==> src/rtl/slc_pkg.sv <==
package slc_pkg;
  typedef enum logic {
    MODE_NORMAL  = 1'b0,
    MODE_RECOVER = 1'b1
  } slc_mode_e;

  localparam int unsigned NUM_LOOPS = 2;
  localparam int unsigned LOOP_OFF  = 0;
  localparam int unsigned LOOP_GAIN = 1;
endpackage

==> src/rtl/slc_fb_sel.sv <==
module slc_fb_sel #(
  parameter int unsigned LVL_BITS = 4,
  localparam int unsigned DEC_W   = LVL_BITS + 2
) (
  input  logic [DEC_W-1:0] dec_i,
  input  logic             recovery_i,
  output logic             fb_off_o,
  output logic             fb_gain_o,
  output logic             sign_o,
  output logic             outer_o
);
  localparam int unsigned BIT_SIGN = DEC_W - 1;
  localparam int unsigned BIT_NEXT = DEC_W - 2;
  localparam int unsigned BIT_ERR  = DEC_W - 1 - LVL_BITS;

  logic [LVL_BITS-1:0] lvl;
  logic b_sign, b_next, b_err;

  assign lvl    = dec_i[DEC_W-1 -: LVL_BITS];
  assign b_sign = dec_i[BIT_SIGN];
  assign b_next = dec_i[BIT_NEXT];
  assign b_err  = dec_i[BIT_ERR];

  always_comb begin
    if (recovery_i) begin
      fb_off_o  = b_sign;
      fb_gain_o = b_sign ^ b_next;
    end else begin
      fb_off_o  = b_err;
      fb_gain_o = b_sign ^ b_err;
    end
  end

  assign sign_o  = b_sign;
  assign outer_o = (&lvl) | ~(|lvl);
endmodule

==> src/rtl/slc_integ.sv <==
module slc_integ #(
  parameter int unsigned ACC_W  = 20,
  parameter int unsigned CORR_W = 12
) (
  input  logic              clk_i,
  input  logic              rst_ni,
  input  logic              en_i,
  input  logic              up_i,
  output logic [CORR_W-1:0] corr_o
);
  localparam logic [ACC_W-1:0] ACC_MID = ACC_W'(1) << (ACC_W - 1);
  localparam logic [ACC_W-1:0] ACC_MAX = {ACC_W{1'b1}};

  logic [ACC_W-1:0] acc_q;

  always_ff @(posedge clk_i or negedge rst_ni) begin
    if (!rst_ni) begin
      acc_q <= ACC_MID;
    end else if (en_i) begin
      if (up_i && acc_q != ACC_MAX)        acc_q <= acc_q + 1'b1;
      else if (!up_i && acc_q != '0)       acc_q <= acc_q - 1'b1;
    end
  end

  assign corr_o = acc_q[ACC_W-1 -: CORR_W];

  assert_hold_R11: assert property (@(posedge clk_i) disable iff (!rst_ni)
    !en_i |=> $stable(acc_q));

  assert_unit_step_R5: assert property (@(posedge clk_i) disable iff (!rst_ni)
    1'b1 |=> (acc_q == $past(acc_q)) ||
             (acc_q == ACC_W'($past(acc_q) + 1'b1)) ||
             (acc_q == ACC_W'($past(acc_q) - 1'b1)));

  assert_no_overflow_R5: assert property (@(posedge clk_i) disable iff (!rst_ni)
    (en_i && up_i && acc_q == ACC_MAX) |=> acc_q == ACC_MAX);

  assert_no_underflow_R5: assert property (@(posedge clk_i) disable iff (!rst_ni)
    (en_i && !up_i && acc_q == '0) |=> acc_q == '0);
endmodule

==> src/rtl/slc_monitor.sv <==
module slc_monitor #(
  parameter int unsigned WIN_LOG = 10,
  localparam int unsigned CNT_W  = WIN_LOG + 1
) (
  input  logic               clk_i,
  input  logic               rst_ni,
  input  logic               valid_i,
  input  logic               sign_i,
  input  logic               outer_i,
  input  logic [WIN_LOG-1:0] margin_i,
  input  logic [CNT_W-1:0]   outer_lo_i,
  input  logic [CNT_W-1:0]   outer_hi_i,
  output logic               win_end_o,
  output logic               bad_o
);
  localparam int unsigned      WIN  = 1 << WIN_LOG;
  localparam logic [CNT_W-1:0] HALF = CNT_W'(WIN / 2);

  logic [WIN_LOG-1:0] win_q;
  logic [CNT_W-1:0]   ones_q, outer_q, ones_nxt, outer_nxt, dev;
  logic               last, dc_bad, amp_bad;

  assign last      = &win_q;
  assign ones_nxt  = ones_q + CNT_W'(sign_i);
  assign outer_nxt = outer_q + CNT_W'(outer_i);
  assign dev       = (ones_nxt >= HALF) ? ones_nxt - HALF : HALF - ones_nxt;
  assign dc_bad    = dev > {1'b0, margin_i};
  assign amp_bad   = (outer_nxt < outer_lo_i) || (outer_nxt > outer_hi_i);
  assign win_end_o = valid_i && last;
  assign bad_o     = dc_bad || amp_bad;

  always_ff @(posedge clk_i or negedge rst_ni) begin
    if (!rst_ni) begin
      win_q   <= '0;
      ones_q  <= '0;
      outer_q <= '0;
    end else if (valid_i) begin
      win_q <= win_q + 1'b1;
      if (last) begin
        ones_q  <= '0;
        outer_q <= '0;
      end else begin
        ones_q  <= ones_nxt;
        outer_q <= outer_nxt;
      end
    end
  end

  assert_ones_le_seen_R7: assert property (@(posedge clk_i) disable iff (!rst_ni)
    ones_q <= {1'b0, win_q});

  assert_outer_le_seen_R8: assert property (@(posedge clk_i) disable iff (!rst_ni)
    outer_q <= {1'b0, win_q});

  assert_win_hold_R11: assert property (@(posedge clk_i) disable iff (!rst_ni)
    !valid_i |=> $stable(win_q) && $stable(ones_q) && $stable(outer_q));
endmodule

==> src/rtl/slc_mode_ctrl.sv <==
module slc_mode_ctrl
  import slc_pkg::*;
(
  input  logic clk_i,
  input  logic rst_ni,
  input  logic win_end_i,
  input  logic bad_i,
  output logic recovery_o
);
  slc_mode_e mode_q;
  logic      good_seen_q;

  always_ff @(posedge clk_i or negedge rst_ni) begin
    if (!rst_ni) begin
      mode_q      <= MODE_NORMAL;
      good_seen_q <= 1'b0;
    end else if (win_end_i) begin
      unique case (mode_q)
        MODE_NORMAL: begin
          good_seen_q <= 1'b0;
          if (bad_i) mode_q <= MODE_RECOVER;
        end
        MODE_RECOVER: begin
          if (bad_i) begin
            good_seen_q <= 1'b0;
          end else if (good_seen_q) begin
            good_seen_q <= 1'b0;
            mode_q      <= MODE_NORMAL;
          end else begin
            good_seen_q <= 1'b1;
          end
        end
        default: mode_q <= MODE_NORMAL;
      endcase
    end
  end

  assign recovery_o = (mode_q == MODE_RECOVER);

  assert_enter_R9: assert property (@(posedge clk_i) disable iff (!rst_ni)
    (!recovery_o && win_end_i && bad_i) |=> recovery_o);

  assert_mode_only_at_window_R9: assert property (@(posedge clk_i) disable iff (!rst_ni)
    !win_end_i |=> $stable(recovery_o));

  assert_bad_keeps_recovery_R10: assert property (@(posedge clk_i) disable iff (!rst_ni)
    (recovery_o && win_end_i && bad_i) |=> recovery_o);

  assert_exit_after_good_R10: assert property (@(posedge clk_i) disable iff (!rst_ni)
    $fell(recovery_o) |-> $past(!bad_i && good_seen_q));
endmodule

==> src/rtl/slicer_level_ctrl.sv <==
module slicer_level_ctrl
  import slc_pkg::*;
#(
  parameter int unsigned LVL_BITS = 4,
  parameter int unsigned ACC_W    = 20,
  parameter int unsigned CORR_W   = 12,
  parameter int unsigned WIN_LOG  = 10,
  localparam int unsigned DEC_W   = LVL_BITS + 2
) (
  input  logic               clk_i,
  input  logic               rst_ni,
  input  logic               sym_valid_i,
  input  logic [DEC_W-1:0]   dec_i,
  input  logic [WIN_LOG-1:0] dc_margin_i,
  input  logic [WIN_LOG:0]   outer_lo_i,
  input  logic [WIN_LOG:0]   outer_hi_i,
  output logic [CORR_W-1:0]  offset_o,
  output logic [CORR_W-1:0]  gain_o,
  output logic               recovery_o
);
  logic                 fb_off, fb_gain, sign_bit, outer_lvl;
  logic                 win_end, win_bad, recovery;
  logic [NUM_LOOPS-1:0] fb;
  logic [CORR_W-1:0]    corr [NUM_LOOPS];

  slc_fb_sel #(.LVL_BITS(LVL_BITS)) u_fb_sel (
    .dec_i      (dec_i),
    .recovery_i (recovery),
    .fb_off_o   (fb_off),
    .fb_gain_o  (fb_gain),
    .sign_o     (sign_bit),
    .outer_o    (outer_lvl)
  );

  assign fb[LOOP_OFF]  = fb_off;
  assign fb[LOOP_GAIN] = fb_gain;

  for (genvar g = 0; g < NUM_LOOPS; g++) begin : g_loop
    slc_integ #(.ACC_W(ACC_W), .CORR_W(CORR_W)) u_integ (
      .clk_i  (clk_i),
      .rst_ni (rst_ni),
      .en_i   (sym_valid_i),
      .up_i   (fb[g]),
      .corr_o (corr[g])
    );
  end

  slc_monitor #(.WIN_LOG(WIN_LOG)) u_monitor (
    .clk_i      (clk_i),
    .rst_ni     (rst_ni),
    .valid_i    (sym_valid_i),
    .sign_i     (sign_bit),
    .outer_i    (outer_lvl),
    .margin_i   (dc_margin_i),
    .outer_lo_i (outer_lo_i),
    .outer_hi_i (outer_hi_i),
    .win_end_o  (win_end),
    .bad_o      (win_bad)
  );

  slc_mode_ctrl u_mode_ctrl (
    .clk_i      (clk_i),
    .rst_ni     (rst_ni),
    .win_end_i  (win_end),
    .bad_i      (win_bad),
    .recovery_o (recovery)
  );

  assign offset_o   = corr[LOOP_OFF];
  assign gain_o     = corr[LOOP_GAIN];
  assign recovery_o = recovery;
endmodule

==> config.mk <==
export PLATFORM = sky130hd
export DESIGN_NAME = slicer_level_ctrl
export DESIGN_NICKNAME = d
export VERILOG_FILES = /design/src/rtl/slc_pkg.sv /design/src/rtl/slc_fb_sel.sv /design/src/rtl/slc_integ.sv /design/src/rtl/slc_monitor.sv /design/src/rtl/slc_mode_ctrl.sv /design/src/rtl/slicer_level_ctrl.sv
export SDC_FILE = /design/constraint.sdc
export NUM_CORES = 1
export LEC_CHECK = 0
export ABC_AREA = 1
export BUFFER_PORTS_ARGS = -buffer_cell sky130_fd_sc_hd__buf_2
export CELL_PAD_IN_SITES_DETAIL_PLACEMENT = 0
export CELL_PAD_IN_SITES_GLOBAL_PLACEMENT = 1
export CORE_UTILIZATION = 40
export DETAILED_ROUTE_END_ITERATION = 10
export PLACE_DENSITY_LB_ADDON = 0.05
export SKIP_CTS_REPAIR_TIMING = 1
export SYNTH_ARGS = -nofsm -noshare
export SYNTH_HDL_FRONTEND = slang
export SYNTH_SLANG_ARGS = --single-unit
==> constraint.sdc <==
create_clock -name clk_i -period 3 [get_ports clk_i]
set_clock_uncertainty 0.2 [all_clocks]
set_input_delay 0.6 -clock clk_i [delete_from_list [all_inputs] [get_ports clk_i]]
set_output_delay 0.6 -clock clk_i [all_outputs]
set_load 0.01 [all_outputs]
# Word-level counts from Yosys, hierarchy flattened
# Cells that the tools add are included.
dict set report word_totals {
  regBits 74
  input_bits 41
  output_inout_bits 25
  elab_cells 60
}
dict set report classes {
  n_addsub 9
  order_cmp 4
  n_eq_ne 2
  n_mux 15
  n_bitwise 5
  reduce_logical 18
}
# cell n
set ops {}
lappend ops {{20-bit 2-to-1 mux} 4}
lappend ops {{20-bit by 1-bit adder with 20-bit output, second input constant} 2}
lappend ops {{20-bit inequality test, second input constant} 2}
lappend ops {{20-bit nonzero test} 2}
lappend ops {{20-bit by 1-bit subtractor with 20-bit output, second input constant} 2}
lappend ops {{11-bit 2-to-1 mux} 3}
lappend ops {{11-bit by 1-bit adder with 11-bit output} 2}
lappend ops {{11-bit by 10-bit >= comparator with 1-bit output, second input constant} 1}
lappend ops {{11-bit by 10-bit > comparator with 1-bit output} 1}
lappend ops {{11-bit > comparator} 1}
lappend ops {{11-bit < comparator} 1}
lappend ops {{10-bit by 11-bit subtractor with 11-bit output, first input constant} 1}
lappend ops {{11-bit by 10-bit subtractor with 11-bit output, second input constant} 1}
lappend ops {{10-bit by 1-bit adder with 10-bit output, second input constant} 1}
lappend ops {{10-bit AND reduction} 1}
lappend ops {{1-bit 2-to-1 mux} 6}
lappend ops {{1-bit logical AND} 5}
lappend ops {{1-bit case mux with 2 select lines} 2}
lappend ops {{2-bit AND reduction} 2}
lappend ops {{4-bit AND reduction} 1}
lappend ops {{2-bit nonzero test} 2}
lappend ops {{4-bit OR reduction} 1}
lappend ops {{1-bit logical NOT} 2}
lappend ops {{1-bit logical OR} 2}
lappend ops {{other kinds (3)} 5}

# Longest topological paths before layout
dict set report logic_depth {
  ltp_word 9
  mapped_depth 29
  ltp_nobuf 28
}

# Cells and area by module
# Synthesis repeated with hierarchy kept, for this count alone.
dict set report unflattened {
  hier_cells 1123
  area_unflattened_um2 7370.8
}
# module instances cells_each area_per_inst_um2 seq_area_each_um2
set modules_own_cells {}
lappend modules_own_cells {slc_monitor 1 407 2910.3 800.8}
lappend modules_own_cells {{slc_integ (g_loop[1].u_integ)} 1 344 2157.1 501.7}
lappend modules_own_cells {{slc_integ (g_loop[0].u_integ)} 1 346 2150.8 501.7}
lappend modules_own_cells {slc_mode_ctrl 1 11 85.1 50.0}
lappend modules_own_cells {slc_fb_sel 1 15 67.6 0.0}

# Least setup slack after synthesis
# Ideal clock, no wire load.
dict set report synth_path {
  path_type {register -> output}
  start {register g_loop[1].u_integ.acc_q[19]}
  end {output port gain_o[11]}
  arrival_ns 0.659
  required_ns 2.200
  setup_slack_ns 1.541
  stages_incl_launch_ff 2
  path_buffers 1
  path_cell_list {dfstp_2 -> buf_4}
}
# item line_no
set synth_rtl {}
lappend synth_rtl {{start: declaration} slc_integ.sv:14} ;# logic [ACC_W-1:0] acc_q;
lappend synth_rtl {{start signal: assignment} slc_integ.sv:20} ;# if (up_i && acc_q != ACC_MAX) acc_q <= acc_q + 1'b1;
lappend synth_rtl {{start signal: assignment} slc_integ.sv:21} ;# else if (!up_i && acc_q != '0) acc_q <= acc_q - 1'b1;
lappend synth_rtl {{end: declaration} slicer_level_ctrl.sv:18} ;# output logic [CORR_W-1:0] gain_o,
# No word-level cell between the ends.

==> results.yml <==
sta:
  fin_crit_sh_pct: 110
  hold_violations: 0
  timing_max_transition_violations_final: 0
  worst_pin_slew_ns: 0.620
  setup_ws_ns: -0.288
  worst_slew_margin_rel_pct: 58.7
  setup_violations: 2
  finalWorstPathRequiredPeriod_ns: 3.29
  post_route_worst_hold_slack_ns: 0.0594
  final.setup.tns_ns: -0.477
  grt_setup_unrepaired: "true"
  upper_clock_frequency_limit_mhz: 304
power_and_ir_drop:
  total_leakage_power_nw: 5.06
  net-switching-power_w: 0.00419
  power.density_nw_per_um2: 976
  switching_share_pct: 43.5
  vdd_ir_drop_max_mv: 0.432
  combPwrFrac_pct: 70.9
  clockPowerShare_pct: 11.4
  pwr-share-seq_pct: 17.7
  intPower_w: 0.00545
worst_setup_path:
  timing.setup.critical_path_class: "flip-flop to flip-flop"
  critPathMaxFanout: 7
  timing.critical_path.to_type: "flip-flop"
  number_of_cells_on_the_worst_reg_to_reg_path: 24
  regToRegStartpoint: "u_monitor.ones_q[0]$_DFFE_PN0P_"
  worstSetupStartpointType: "flip-flop"
  r2r_setup_slack_ns: -0.29
  timing.critical_path.required_ns: 3.04
  timing.critical_path.slowest_stage_cell: "dfrtp_1"
  reg_to_reg_endpoint: "u_mode_ctrl.recovery_o$_DFFE_PN0P_"
  worst_path_largest_cell_delay_ns: 0.41
  crit_arrival_ns: 3.33
  timing.critical_path.cells: "ha_4 -> ha_4 -> inv_4 -> ha_4 -> inv_2 -> a21oi_2 -> nand2_2 -> nor3_2 -> nand2_1 -> nand2_2 -> inv_4 -> nand2_2 -> xor2_1 -> ha_1 -> nand2_2 -> inv_2 -> a221oi_2 -> nand2_1 -> nand2_2 -> nand2_1 -> inv_1 -> nand3_1 -> nand2_1 -> nand2_1"
yosys:
  synth.ff_latch_count: 74
  synth_cells: 958
  synth.avg_cell_area_sq_um: 7.10
  synth_top_flop_cell: "dfrtp_1"
  synth_seq_area_share_pct: 27.3
  post-synth-top-area-cell: "dfrtp_1"
  synth.distinct_cells: 42
  yosysWarnings: 0
  syn-cell-area_sq_um: 6800
  post_synthesis_async_set_or_reset_flop_share_pct: 100
  synth.net_count: 1075
  synth_top_cell_area_share_pct: 26.5
  post_synth_main_area_contributors: "dfrtp_1, ha_1, nand2_1, inv_1, xor2_1"
  synth_common_cells: "nand2_1, inv_1, ha_1"
  post-synth-top-count-cell: "nand2_1"
  synth-edff-count: 0
status:
  failed_checks: "negative setup slack"
  outcome: "finished, violations left"
route:
  vias_per_cell: 4.88
  routed_wire_length_per_instance_microns: 13.7
  drt_iter0_markers: 354
  number_of_iterations_in_the_first_detailed_routing_pass: 4
  remaining_drc_errors: 0
  postRouteAntennaNets: 0
  detailed_route_wl_mm: 19.7
  detailroute.via_count: 7018
finish:
  num_antenna_cells: 0
  multi_input_area_sq_um: 4940
  number_of_nets_in_the_final_layout: 1332
  fill_cells: 1629
  sequential_cell_area_sq_um: 1850
  final_layout_size_suffix_gt1_share_pct: 36.5
  final_design_area_no_fill_sq_um: 9870
  area_growth_pct: 45.2
placement:
  buffer_ports.inserted: 64
  placer_congestion_estimate: 0.820
  place.detailed.hpwl_mm: 15.3
  dpl-instance-area_sq_um: 8780
die:
  start_util_pct: 41.0
  die_height_microns: 132
  io_pins: 66
  die_width_microns: 132
  floorplan.core_area_sq_um: 16600
  die_area_sq_um: 17500
  placement_rows: 47
clock_network:
  htreeDepth: 3
  cts_sinks: 74
  worst_skew_pair.late_latency_ns: 0.34
  clk_pin_slew_worst_paths_ns: 0.06
  cts_tree: "yes"
  cts_buffers: 9
  cts_buffer_depth: 2
  cts.root.buffer_cell: "clkbuf_16"
global_routing:
  grt_pass1_wl_mm: 31.6
  grt_remaining_overflow: 0
  grt_util_all_layers_pct: 22.5
  grt_pass1_vias: 6592
  antenna_found_initial: 0
  grt_max_degree: 47
run:
  drv_cap: 0
worst_hold_path:
  hold_path_class: "primary input to asynchronous set/reset pin"
## worst max-delay path, delay by kind of cell (launching register included)
family | cells | cell delay (ns)
AO/OA/AOI/OAI | 2 | 0.34
AND/OR/NAND/NOR | 12 | 1.02
flip-flops | 1 | 0.41
XOR/XNOR | 1 | 0.15
adder cells (fa/ha/maj) | 4 | 0.81
buffers and inverters | 5 | 0.26
## cells in the final DEF, fill, tap and decap left out, drive strengths merged, types with 3 or more instances in the layout
master | Yosys | final
a21o | 6 | 6
a21oi | 57 | 57
buf | 32 | 281
clkbuf | 4 | 11
clkinv | 0 | 3
dfrtp | 72 | 72
ha | 74 | 74
inv | 133 | 133
nand2 | 242 | 243
nand3 | 52 | 52
nand4 | 31 | 31
nor2 | 64 | 64
nor3 | 10 | 10
nor4 | 14 | 14
o21a | 4 | 4
o21ai | 66 | 66
o22ai | 14 | 14
o31ai | 5 | 5
or2 | 3 | 3
xnor2 | 18 | 18
xor2 | 42 | 42
## layer usage
metal | vias to the layer above | track usage, % | part of all wire (%)
li1 | 3684 | - | -
met1 | 3228 | 32.0 | 50
met2 | 89 | 36.1 | 47
met3 | 17 | 2.50 | 2.5
met4 | 0 | 5.68 | 1.1
met5 | - | 0 | 0
## kinds of logic after synthesis
group | share of synthesized area (%)
AOI/OAI and AO/OA | 13.1
xor gates and xnor gates | 7.73
adders and majority gates | 14.2
buffers and inverters | 10.8
DFF | 27.3
and+or+nand+nor | 26.9
## area by class of cell
type                       count  area share [%]
tap                          220            2.79
multi-input combinational    716            50.0
clock buffer                  11            2.46
timing repair buffer         281            20.3
inverter                     133            5.11
sequential                    74            18.8
clock inverter                 4           0.532
## per-stage QoR
stage | total power (W) | util [%] | cells | setup slack (ns)
after floorplan | 0.00514 | - | 958 | -0.231
after global placement | 0.00759 | 52.9 | 1403 | -0.554
after detailed placement | 0.00763 | 52.9 | 1403 | -0.602
after CTS | 0.00878 | 54.7 | 1418 | -0.247
after global routing | 0.0105 | 59.5 | 1439 | -0.529
final | 0.00964 | 59.5 | 1439 | -0.288
## worst max-delay path by stage
stage / to / depth (start not counted) / slack (ns) / start
after floorplan: u_mode_ctrl.recovery_o$_DFFE_PN0P_ / 21 / -0.23 / dec_i[5]
after global placement: u_mode_ctrl.recovery_o$_DFFE_PN0P_ / 22 / -0.55 / dec_i[5]
final: u_mode_ctrl.recovery_o$_DFFE_PN0P_ / 24 / -0.29 / u_monitor.ones_q[0]$_DFFE_PN0P_
after global routing: u_mode_ctrl.recovery_o$_DFFE_PN0P_ / 24 / -0.53 / u_monitor.ones_q[0]$_DFFE_PN0P_
after detailed placement: u_mode_ctrl.recovery_o$_DFFE_PN0P_ / 20 / -0.60 / dec_i[5]
after CTS: u_mode_ctrl.recovery_o$_DFFE_PN0P_ / 25 / -0.25 / u_monitor.ones_q[0]$_DFFE_PN0P_
## sequential cells by signal, summed over array words and instances, names as in the netlist
name / count
u_monitor.win_q: 10
g_loop.u_integ.acc_q: 40
u_mode_ctrl.good_seen_q: 1
u_mode_ctrl.recovery_o: 1
u_monitor.ones_q: 11
u_monitor.outer_q: 11
## power groups by stage
| stage | logic, W | clock network (W) | registers [W] |
|---|---|---|---|
| after detailed placement | 0.00594 | 0 | 0.00169 |
| after global routing | 0.00758 | 0.00116 | 0.00176 |
| final | 0.00683 | 0.00110 | 0.00171 |
| after CTS | 0.00597 | 0.00112 | 0.00168 |
| after floorplan | 0.00338 | 0 | 0.00175 |
| after global placement | 0.00590 | 0 | 0.00169 |
Note: power is estimated with default switching activity, not from simulation.
